## src/rtl/rbm_pkg.sv

```systemverilog
package rbm_pkg;
    localparam int BASE_W = 3;
    localparam int EN_BIT = 7;

    typedef struct packed {
        logic              en;
        logic [BASE_W-1:0] base;
    } blk_ctrl_t;

    typedef enum logic [1:0] {
        ST_IDLE = 2'd0,
        ST_HIT  = 2'd1,
        ST_MISS = 2'd2
    } cyc_state_t;
endpackage

```

## src/rtl/rbm_cfg_regs.sv

```systemverilog
module rbm_cfg_regs
    import rbm_pkg::*;
#(
    parameter int NUM_BLOCKS = 8,
    parameter int POP_BLOCKS = 8,
    parameter logic [7:0] ID_CODE = 8'h5A,
    localparam int IDX_W = $clog2(NUM_BLOCKS)
) (
    input  logic                        clk,
    input  logic                        rst_n,
    input  logic                        io_sel,
    input  logic                        io_wr,
    input  logic [IDX_W:0]              io_addr,
    input  logic [7:0]                  io_wdata,
    output logic [15:0]                 io_rdata,
    output blk_ctrl_t [NUM_BLOCKS-1:0]  ctrl_o
);
    logic [NUM_BLOCKS-1:0][7:0] raw_q;
    logic [IDX_W-1:0]           word_idx;
    logic                       lo_wr;

    assign word_idx = io_addr[IDX_W:1];
    assign lo_wr    = io_sel && io_wr && !io_addr[0];

    // Only populated slots hold state; the rest stay at zero
    always_ff @(posedge clk) begin
        if (!rst_n) begin
            raw_q <= '0;
        end else begin
            for (int n = 0; n < NUM_BLOCKS; n++) begin
                if (lo_wr && int'(word_idx) == n && n < POP_BLOCKS)
                    raw_q[n] <= io_wdata;
            end
        end
    end

    for (genvar g = 0; g < NUM_BLOCKS; g++) begin : g_fields
        assign ctrl_o[g].en   = raw_q[g][EN_BIT];
        assign ctrl_o[g].base = raw_q[g][BASE_W:1];
    end

    always_comb begin
        io_rdata = '0;
        if (io_sel) begin
            io_rdata[7:0]  = raw_q[word_idx];
            io_rdata[15:8] = (word_idx == '0) ? ID_CODE : 8'h00;
        end
    end

    // a high-byte write leaves every control byte untouched
    p_hi_write_ignored_r9: assert property (@(posedge clk) disable iff (!rst_n)
        (io_sel && io_wr && io_addr[0]) |=> $stable(raw_q));

    // unpopulated words read back zero
    p_unpop_reads_zero_r3: assert property (@(posedge clk) disable iff (!rst_n)
        (io_sel && int'(word_idx) >= POP_BLOCKS) |-> (io_rdata[7:0] == 8'h00));
endmodule

```

## src/rtl/rbm_base_match.sv

```systemverilog
module rbm_base_match
    import rbm_pkg::*;
#(
    parameter int NUM_BLOCKS = 8
) (
    input  blk_ctrl_t [NUM_BLOCKS-1:0] ctrl_i,
    input  logic [BASE_W-1:0]          bus_base,
    output logic [NUM_BLOCKS-1:0]      match_vec,
    output logic [NUM_BLOCKS-1:0]      win_onehot,
    output logic                       win_any
);
    for (genvar g = 0; g < NUM_BLOCKS; g++) begin : g_cmp
        assign match_vec[g] = ctrl_i[g].en && (ctrl_i[g].base == bus_base);
    end

    // Fixed priority: lowest index wins
    always_comb begin
        win_onehot = '0;
        win_any    = 1'b0;
        for (int n = 0; n < NUM_BLOCKS; n++) begin
            if (match_vec[n] && !win_any) begin
                win_onehot[n] = 1'b1;
                win_any       = 1'b1;
            end
        end
    end
endmodule

```

## src/rtl/rbm_cycle_fsm.sv

```systemverilog
module rbm_cycle_fsm
    import rbm_pkg::*;
#(
    parameter int NUM_BLOCKS = 8
) (
    input  logic                  clk,
    input  logic                  rst_n,
    input  logic                  bus_ale,
    input  logic                  bus_mem,
    input  logic                  bus_a0,
    input  logic                  bus_hbe_n,
    input  logic                  bus_rd,
    input  logic                  bus_wr,
    input  logic                  bus_done,
    input  logic [NUM_BLOCKS-1:0] win_onehot,
    input  logic                  win_any,
    output logic [NUM_BLOCKS-1:0] blk_sel,
    output logic [1:0]            lane_we,
    output logic [1:0]            lane_re
);
    cyc_state_t            state_q, state_d;
    logic [NUM_BLOCKS-1:0] sel_q;
    logic [1:0]            lane_q;

    always_comb begin
        state_d = state_q;
        unique case (state_q)
            ST_IDLE, ST_HIT, ST_MISS: begin
                if (bus_ale) begin
                    if (!bus_mem)     state_d = ST_IDLE;  // latch-io
                    else if (win_any) state_d = ST_HIT;   // latch-hit
                    else              state_d = ST_MISS;  // latch-miss
                end else if (bus_done) begin
                    state_d = ST_IDLE;                     // done
                end
            end
            default: state_d = ST_IDLE;
        endcase
    end

    always_ff @(posedge clk) begin
        if (!rst_n) begin
            state_q <= ST_IDLE;
            sel_q   <= '0;
            lane_q  <= '0;
        end else begin
            state_q <= state_d;
            if (bus_ale) begin
                sel_q  <= win_onehot;
                lane_q <= {~bus_hbe_n, ~bus_a0};
            end
        end
    end

    always_comb begin
        blk_sel = '0;
        lane_we = '0;
        lane_re = '0;
        unique case (state_q)
            ST_HIT: begin
                blk_sel = sel_q;
                lane_we = bus_wr ? lane_q : 2'b00;
                lane_re = bus_rd ? lane_q : 2'b00;
            end
            ST_IDLE, ST_MISS: ;
            default: ;
        endcase
    end

    p_sel_onehot_r6: assert property (@(posedge clk) disable iff (!rst_n)
        $onehot0(blk_sel));

    p_io_no_sel_r8: assert property (@(posedge clk) disable iff (!rst_n)
        (bus_ale && !bus_mem) |=> (blk_sel == '0));

    p_done_clears_r8: assert property (@(posedge clk) disable iff (!rst_n)
        (bus_done && !bus_ale) |=> (blk_sel == '0 && lane_we == 2'b00));

    p_we_needs_sel_r7: assert property (@(posedge clk) disable iff (!rst_n)
        (lane_we != 2'b00 || lane_re != 2'b00) |-> (blk_sel != '0));
endmodule

```

## src/rtl/ram_block_mapper.sv

```systemverilog
module ram_block_mapper
    import rbm_pkg::*;
#(
    parameter int NUM_BLOCKS = 8,
    parameter int POP_BLOCKS = 8,
    parameter logic [7:0] ID_CODE = 8'h5A,
    localparam int IDX_W = $clog2(NUM_BLOCKS)
) (
    input  logic                  clk,
    input  logic                  rst_n,
    input  logic                  io_sel,
    input  logic                  io_wr,
    input  logic [IDX_W:0]        io_addr,
    input  logic [7:0]            io_wdata,
    output logic [15:0]           io_rdata,
    input  logic                  bus_ale,
    input  logic                  bus_mem,
    input  logic [BASE_W-1:0]     bus_base,
    input  logic                  bus_a0,
    input  logic                  bus_hbe_n,
    input  logic                  bus_rd,
    input  logic                  bus_wr,
    input  logic                  bus_done,
    output logic [NUM_BLOCKS-1:0] blk_sel,
    output logic [1:0]            lane_we,
    output logic [1:0]            lane_re
);
    blk_ctrl_t [NUM_BLOCKS-1:0] ctrl;
    logic [NUM_BLOCKS-1:0]      match_vec;
    logic [NUM_BLOCKS-1:0]      win_onehot;
    logic                       win_any;

    rbm_cfg_regs #(
        .NUM_BLOCKS(NUM_BLOCKS),
        .POP_BLOCKS(POP_BLOCKS),
        .ID_CODE   (ID_CODE)
    ) u_regs (
        .clk     (clk),
        .rst_n   (rst_n),
        .io_sel  (io_sel),
        .io_wr   (io_wr),
        .io_addr (io_addr),
        .io_wdata(io_wdata),
        .io_rdata(io_rdata),
        .ctrl_o  (ctrl)
    );

    rbm_base_match #(.NUM_BLOCKS(NUM_BLOCKS)) u_match (
        .ctrl_i    (ctrl),
        .bus_base  (bus_base),
        .match_vec (match_vec),
        .win_onehot(win_onehot),
        .win_any   (win_any)
    );

    rbm_cycle_fsm #(.NUM_BLOCKS(NUM_BLOCKS)) u_fsm (
        .clk       (clk),
        .rst_n     (rst_n),
        .bus_ale   (bus_ale),
        .bus_mem   (bus_mem),
        .bus_a0    (bus_a0),
        .bus_hbe_n (bus_hbe_n),
        .bus_rd    (bus_rd),
        .bus_wr    (bus_wr),
        .bus_done  (bus_done),
        .win_onehot(win_onehot),
        .win_any   (win_any),
        .blk_sel   (blk_sel),
        .lane_we   (lane_we),
        .lane_re   (lane_re)
    );

    // the winner is a matching block with no lower-numbered match
    p_win_lowest_r6: assert property (@(posedge clk) disable iff (!rst_n)
        win_any |-> (((win_onehot & ~match_vec) == '0) &&
                     ((match_vec & (win_onehot - 1'b1)) == '0)));

    // a latched memory cycle with any match produces a select
    p_match_selects_r5: assert property (@(posedge clk) disable iff (!rst_n)
        (bus_ale && bus_mem && match_vec != '0) |=> (blk_sel != '0));
endmodule

```

## config.mk

```make
export PLATFORM = sky130hd
export DESIGN_NAME = ram_block_mapper
export DESIGN_NICKNAME = d
export VERILOG_FILES = /design/src/rtl/rbm_pkg.sv /design/src/rtl/rbm_cfg_regs.sv /design/src/rtl/rbm_base_match.sv /design/src/rtl/rbm_cycle_fsm.sv /design/src/rtl/ram_block_mapper.sv
export SDC_FILE = /design/constraint.sdc
export NUM_CORES = 1
export LEC_CHECK = 0
export BUFFER_PORTS_ARGS = -buffer_cell sky130_fd_sc_hd__buf_2
export CORE_ASPECT_RATIO = 1.5
export CORE_UTILIZATION = 36
export DETAILED_ROUTE_END_ITERATION = 6
export SYNTH_ARGS = -nofsm -noshare
export SYNTH_HDL_FRONTEND = slang
export SYNTH_SLANG_ARGS = --single-unit
```

## constraint.sdc

```tcl
create_clock -name clk -period 1.9 [get_ports clk]
set_clock_uncertainty 0.15 [all_clocks]
set_input_delay 0.19 -clock clk [delete_from_list [all_inputs] [get_ports clk]]
set_output_delay 0.19 -clock clk [all_outputs]
set_load 0.05 [all_outputs]
```

After elaboration in Yosys (flattened, before gate mapping)
Index checks and enable logic that the tools add are counted.
- register bits: 76
- bits in latches: 0
- RAM bits: 0
- bits in read-only memories: 0
- input bits: 26
- logic and storage cells: 98
- memories: 0
- add/subtract/negate cells: 0
- multiply operators: 0
- divide/modulo/power cells: 0
- $lt $le $gt $ge: 1
- equal/unequal tests: 17
- shifts and indexed selects: 0
- mux-type cells: 28
- bitwise gates (word level): 2
- reductions and logical operators: 39
- operators by type and width (cell ; number):
    $logic_and 1x1->1 ; 25
    $bmux 8 s3 ; 1
    $eq 3x3->1 ; 8
    $mux 16 ; 1
    $mux 2 ; 8
    $mux 8 ; 2
    $mux 1 ; 15
    $eq 3x3->1 const B ; 4
    $logic_not 1->1 ; 8
    $mux 7 ; 1
    $eq 3x2->1 const B ; 2
    $logic_not 3->1 ; 2
    $lt 3x4->1 const B ; 1
    $eq 3x1->1 const B ; 1
    $reduce_or 3->1 ; 1
    $eq 2x1->1 const B ; 1
    $eq 2x2->1 const B ; 1
    $logic_not 2->1 ; 1
    $not 1->1 ; 2
    $reduce_and 2->1 ; 1
    $reduce_bool 2->1 ; 1

Logic depth before layout (Yosys ltp)
- depth after elaboration: 27
- depth in mapped cells: 6
- depth with buffers taken out: 5

By module
From an unflattened synthesis, not the netlist that was laid out.
- cells, all modules: 431
- area total of the unflattened synthesis: 4209.0 sq um
- modules (own cells, without submodules) (module ; instances ; cells an instance ; area an instance (sq um) ; sequential area each (sq um)):
    rbm_cfg_regs ; 1 ; 322 ; 3228.1 ; 1281.2
    rbm_cycle_fsm ; 1 ; 56 ; 555.5 ; 240.2
    rbm_base_match ; 1 ; 53 ; 425.4 ; 0.0

Worst setup path before layout
OpenSTA, ideal clock, no wires.
- path kind: input to output
- start: input io_addr[1]
- end: output io_rdata[11]
- data arrival time: 2.830 ns
- path slack: -1.270 ns
- stages: 4
- path through: buf_4 > buf_4 > nor4b_1 > buf_4
- longest elaborated chain between the ends: 3
- ends and longest elaborated chain (item ; line ; RTL):
    start, declared ; ram_block_mapper.sv:13 ; input logic [IDX_W:0] io_addr,
    $logic_not 3->1 ; rbm_cfg_regs.sv:46 ; io_rdata[15:8] = (word_idx == '0) ? ID_CODE : 8'h00;
    $mux 7 ; rbm_cfg_regs.sv:46 ;
    $mux 16 ; rbm_cfg_regs.sv:44 ; if (io_sel) begin
    end, declared ; ram_block_mapper.sv:15 ; output logic [15:0] io_rdata,
Every way passes these cells.

Worst setup path after layout
- start: register u_regs.raw_q[24] (netlist bit)
- end: output io_rdata[0]
- longest elaborated chain between the ends: 3
- ends and longest elaborated chain (item ; line ; RTL):
    start, declared ; rbm_cfg_regs.sv:18 ; logic [NUM_BLOCKS-1:0][7:0] raw_q;
    start signal, assigned by index ; rbm_cfg_regs.sv:32 ; raw_q[n] <= io_wdata;
    $bmux 8 s3 ; rbm_cfg_regs.sv:45 ; io_rdata[7:0] = raw_q[word_idx];
    $mux 8 (implied by the code) ; rbm_cfg_regs.sv:45 ;
    $mux 16 ; rbm_cfg_regs.sv:44 ;
Every way passes these cells. The select of a mux whose other input is x is not followed.

==> summary.txt <==
Power
  – Peak supply drop: between 400 and 500 uV
  – PwrDens: 724.5 nW/um2
  – Pint: roughly 2.8 mW
  – Leak pwr: 2.026 nW
  – Part of the power in combinational logic: 8.5%
  – Sw Ratio: 22.38%
  – Overall Power: approximately 3.6 mW
  – Sw power: 795.9 uW
  – Sequential share of power: 45.5%
  – Clock network fraction of total power: 46.0%

Worst setup path
  – Critical Path Fanout Max: 2
  – Slowest stage cell, crit path: mux4_2
  – CP max stage delay: roughly 0.49 ns
  – Reg-to-reg setup timing slack: approximately 0.21 ns
  – Crit-path cells: mux4_2, mux2i_2, buf_4, nor2b_2, buf_6
  – Endpoint class of the critical path: output pin
  – Critical path required time: 1.56 ns
  – Crit Path Category: reg -> out
  – Setup crit start kind: flip-flop
  – Critical Path AT: 1.66 ns

Finish
  – # diodes: 0
  – Area growth syn-to-layout: 22.14%
  – Nets: 459
  – Final Cell Area: approximately 5000 um2
  – Final core utilization: 45.85%
  – Fraction of layout cells with a size suffix above 1: 34.10%

Yosys
  – Synth Area in Adders: 0%
  – Simple-Gate Fraction of Synth Area: 21.23%
  – Netlist Area Pre-Place: about 4000 um2
  – Largest family of logic cells by synthesized area: multiplexers
  – Asr flop ratio synth: 0%
  – Post-synthesis cell count: 380
  – Post-synth top flop: dfxtp_1
  – Post-Synth XOR/XNOR Area: 5.230%
  – Synth Register Bits: 76
  – Complex-gate fraction of the synthesized area: slightly above 2%
  – Avg Cell Area, Syn: around 11 um2
  – Number of synthesized flops with an enable pin: 0
  – Mux share of post-synthesis cell area: 27.15%
  – Synth warnings: 0
  – Synth cell types: 38
  – Register area share after synthesis: a little under two fifths

Floorplanning
  – Die Ht: 131.4 um
  – Rows: 46
  – Core Footprint: around 11000 um2
  – Die width: 88.27 um
  – Top Ports: 54
  – DIE AREA: 11600 um2
  – Starting Density: 37.54%

Route
  – 1st-iter DRT viols: 77
  – Via count: 2757
  – Antenna Nets Post-Route: 0
  – WL per Instance: 15.61 um
  – DRC viols: 0
  – Vias per cell: 4.745
  – First-pass DRT Iterations: 4
  – Wirelength, routed: 9.069 mm

Hold path
  – Hold crit path type: in -> reg

Timing
  – Period utilisation layout: 105.5%
  – Max-slew violations: 0
  – Hold Vio Cnt, Final: 0
  – RSZ-0062 raised after global routing: true
  – Final Critical Period: 2.005 ns
  – Relative slew slack: 61.05%
  – Setup-failing EPs final: 1
  – Worst setup margin: -0.1048 ns
  – Fmax: 0.4988 GHz
  – Actual slew at the worst max-slew pin: a little under 0.6 ns

CTS
  – CTS sink cnt: 76
  – CTS root buffer: clkbuf_16
  – Worst skew pair latency: 0.33 ns
  – Total CTS buffers: 9
  – Clock input transition at the sequential cells of the worst setup and hold paths: 0.05 ns
  – CTS tree: built
  – Maximum level of the CTS H-tree: 3
  – Clk buf depth: 2

GRT
  – Total gr overflow: 0
  – Vias in the first global route: 2810
  – Largest net degree at the start of global routing: roughly 70
  – Initial antenna violation count: 0
  – First-pass GRT wire length: roughly 14 mm
  – Total track usage: 16.80%

Place
  – Post-detail-place hpwl: 6.337 mm
  – Number of port buffers: 49
  – DP Worst Slack: -0.02755 ns
  – Post-DP Area: 4404 um2
  – Routability Congestion: 0.7286

Run
  – Max Cap Viol: 0

Status
  – Failing checks: negative setup slack
  – Outcome: finished with violations
-- area by class of cell --
class	count	area (um2)
Clock buffer	14	284.0
Clock inverter	1	5.005
Fill cell	1052	5797
Inverter	3	11.26
Multi-Input combinational cell	263	2317
Sequential cell	76	1548
Tap cell	144	180.2
Timing Repair Buffer	80	563.0
-- cell usage in the layout (no fill, tap or decap), types with 7 or more instances in the layout --
cell type | synthesis | final
clkbuf_16 | 0 | 9
and2_1 | 11 | 11
nand4_1 | 7 | 7
dfxtp_1 | 76 | 55
dfxtp_2 | 0 | 21
mux4_2 | 16 | 16
nand2_1 | 12 | 12
buf_4 | 13 | 26
nor2b_1 | 75 | 66
nor2b_2 | 0 | 8
mux2i_1 | 73 | 69
buf_2 | 5 | 40
buf_6 | 5 | 8
xnor2_1 | 20 | 20
-- cell usage after synthesis, types with 2 or more instances --
library cell   n  area share (%)
a21boi_0       2            0.37
and2_1        11             1.7
and3_1         5            0.78
and4bb_2       2            0.62
buf_1          2            0.19
buf_2          5            0.62
buf_4         13             2.4
buf_6          5             1.4
clkbuf_1      16             1.5
dfxtp_1       76              38
inv_1          3            0.28
mux2i_1       73              18
mux4_2        16             9.0
nand2_1       12             1.1
nand2b_1       2            0.31
nand3_1        2            0.25
nand3b_1       4            0.75
nand4_1        7             1.1
nor2b_1       75              12
nor3_1         2            0.25
nor3b_1        2            0.37
nor4b_1        2            0.44
o211a_1        2            0.50
o21ai_0        5            0.62
xnor2_1       20             4.4
xor2_1         4            0.87
-- layer usage --
metal	part of all wire, %	GRT usage, %
met4	2.0	8.423
met2	52	28.89
met5	0	0
met1	43	19.31
met3	2.9	3.141
-- cells by family after synthesis --
family / Yosys count
xor gates and xnor gates: 24
muxes: 89
buffers and inverters: 44
DFF: 76
and+or+nand+nor: 134
AOI/OAI and AO/OA: 12
other: 1
-- sequential cells by signal, indices dropped and copies added (netlist names) --
signal,flops
u_regs.ctrl_o,32
u_fsm.sel_q,8
u_fsm.state_q,2
u_regs.raw_q,32
u_fsm.lane_q,2
-- power by group through the flow --
stage                     combinational (mW)  sequential, mW  clock (mW)
final                                  0.302            1.62        1.64
after global routing                   0.324            1.62        1.74
after CTS                              0.302            1.62        1.68
after detailed placement               0.292            1.65           0
after global placement                 0.289            1.65           0
after floorplan                        0.231            1.65           0
-- what timing repair did --
| item | in CTS | in global routing |
|---|---|---|
| endpoints found under the setup margin | 12 | 13 |
| cloned | 0 | 0 |
| hold endpoints to repair | 4 | 0 |
| resized for setup | 27 | 18 |
| buffers inserted | 7 | 3 |
| hold buffers | 3 | 0 |
-- per-stage QoR --
stage / hold WS [ns] / std cells / TNS, ns
after floorplan: 0.1861 / 383 / 0
after global placement: 0.2834 / 553 / -0.02070
after detailed placement: 0.2920 / 553 / -0.05965
after CTS: 0.009560 / 578 / -0.1562
after global routing: 0.03394 / 581 / -0.2971
final: 0.01782 / 581 / -0.1048
-- critical path, delay by kind of cell, from the launching register on --
family	cells	cell delay [ns]
buffers and inverters	2	0.29
DFF	1	0.31
and+or+nand+nor	1	0.03
muxes	2	0.70
-- worst paths after layout --
kind / to / cells after the start / start
worst max-delay path: io_rdata[0] / 5 / u_regs.raw_q[24]
worst min-delay path: u_fsm.state_q[0] / 3 / bus_done
worst max register to register: u_fsm.state_q[0] / 6 / u_regs.ctrl_o[9]
worst min register to register: u_fsm.sel_q[7] / 2 / u_fsm.sel_q[7]
No activity file was read; power rests on OpenSTA's default activity.
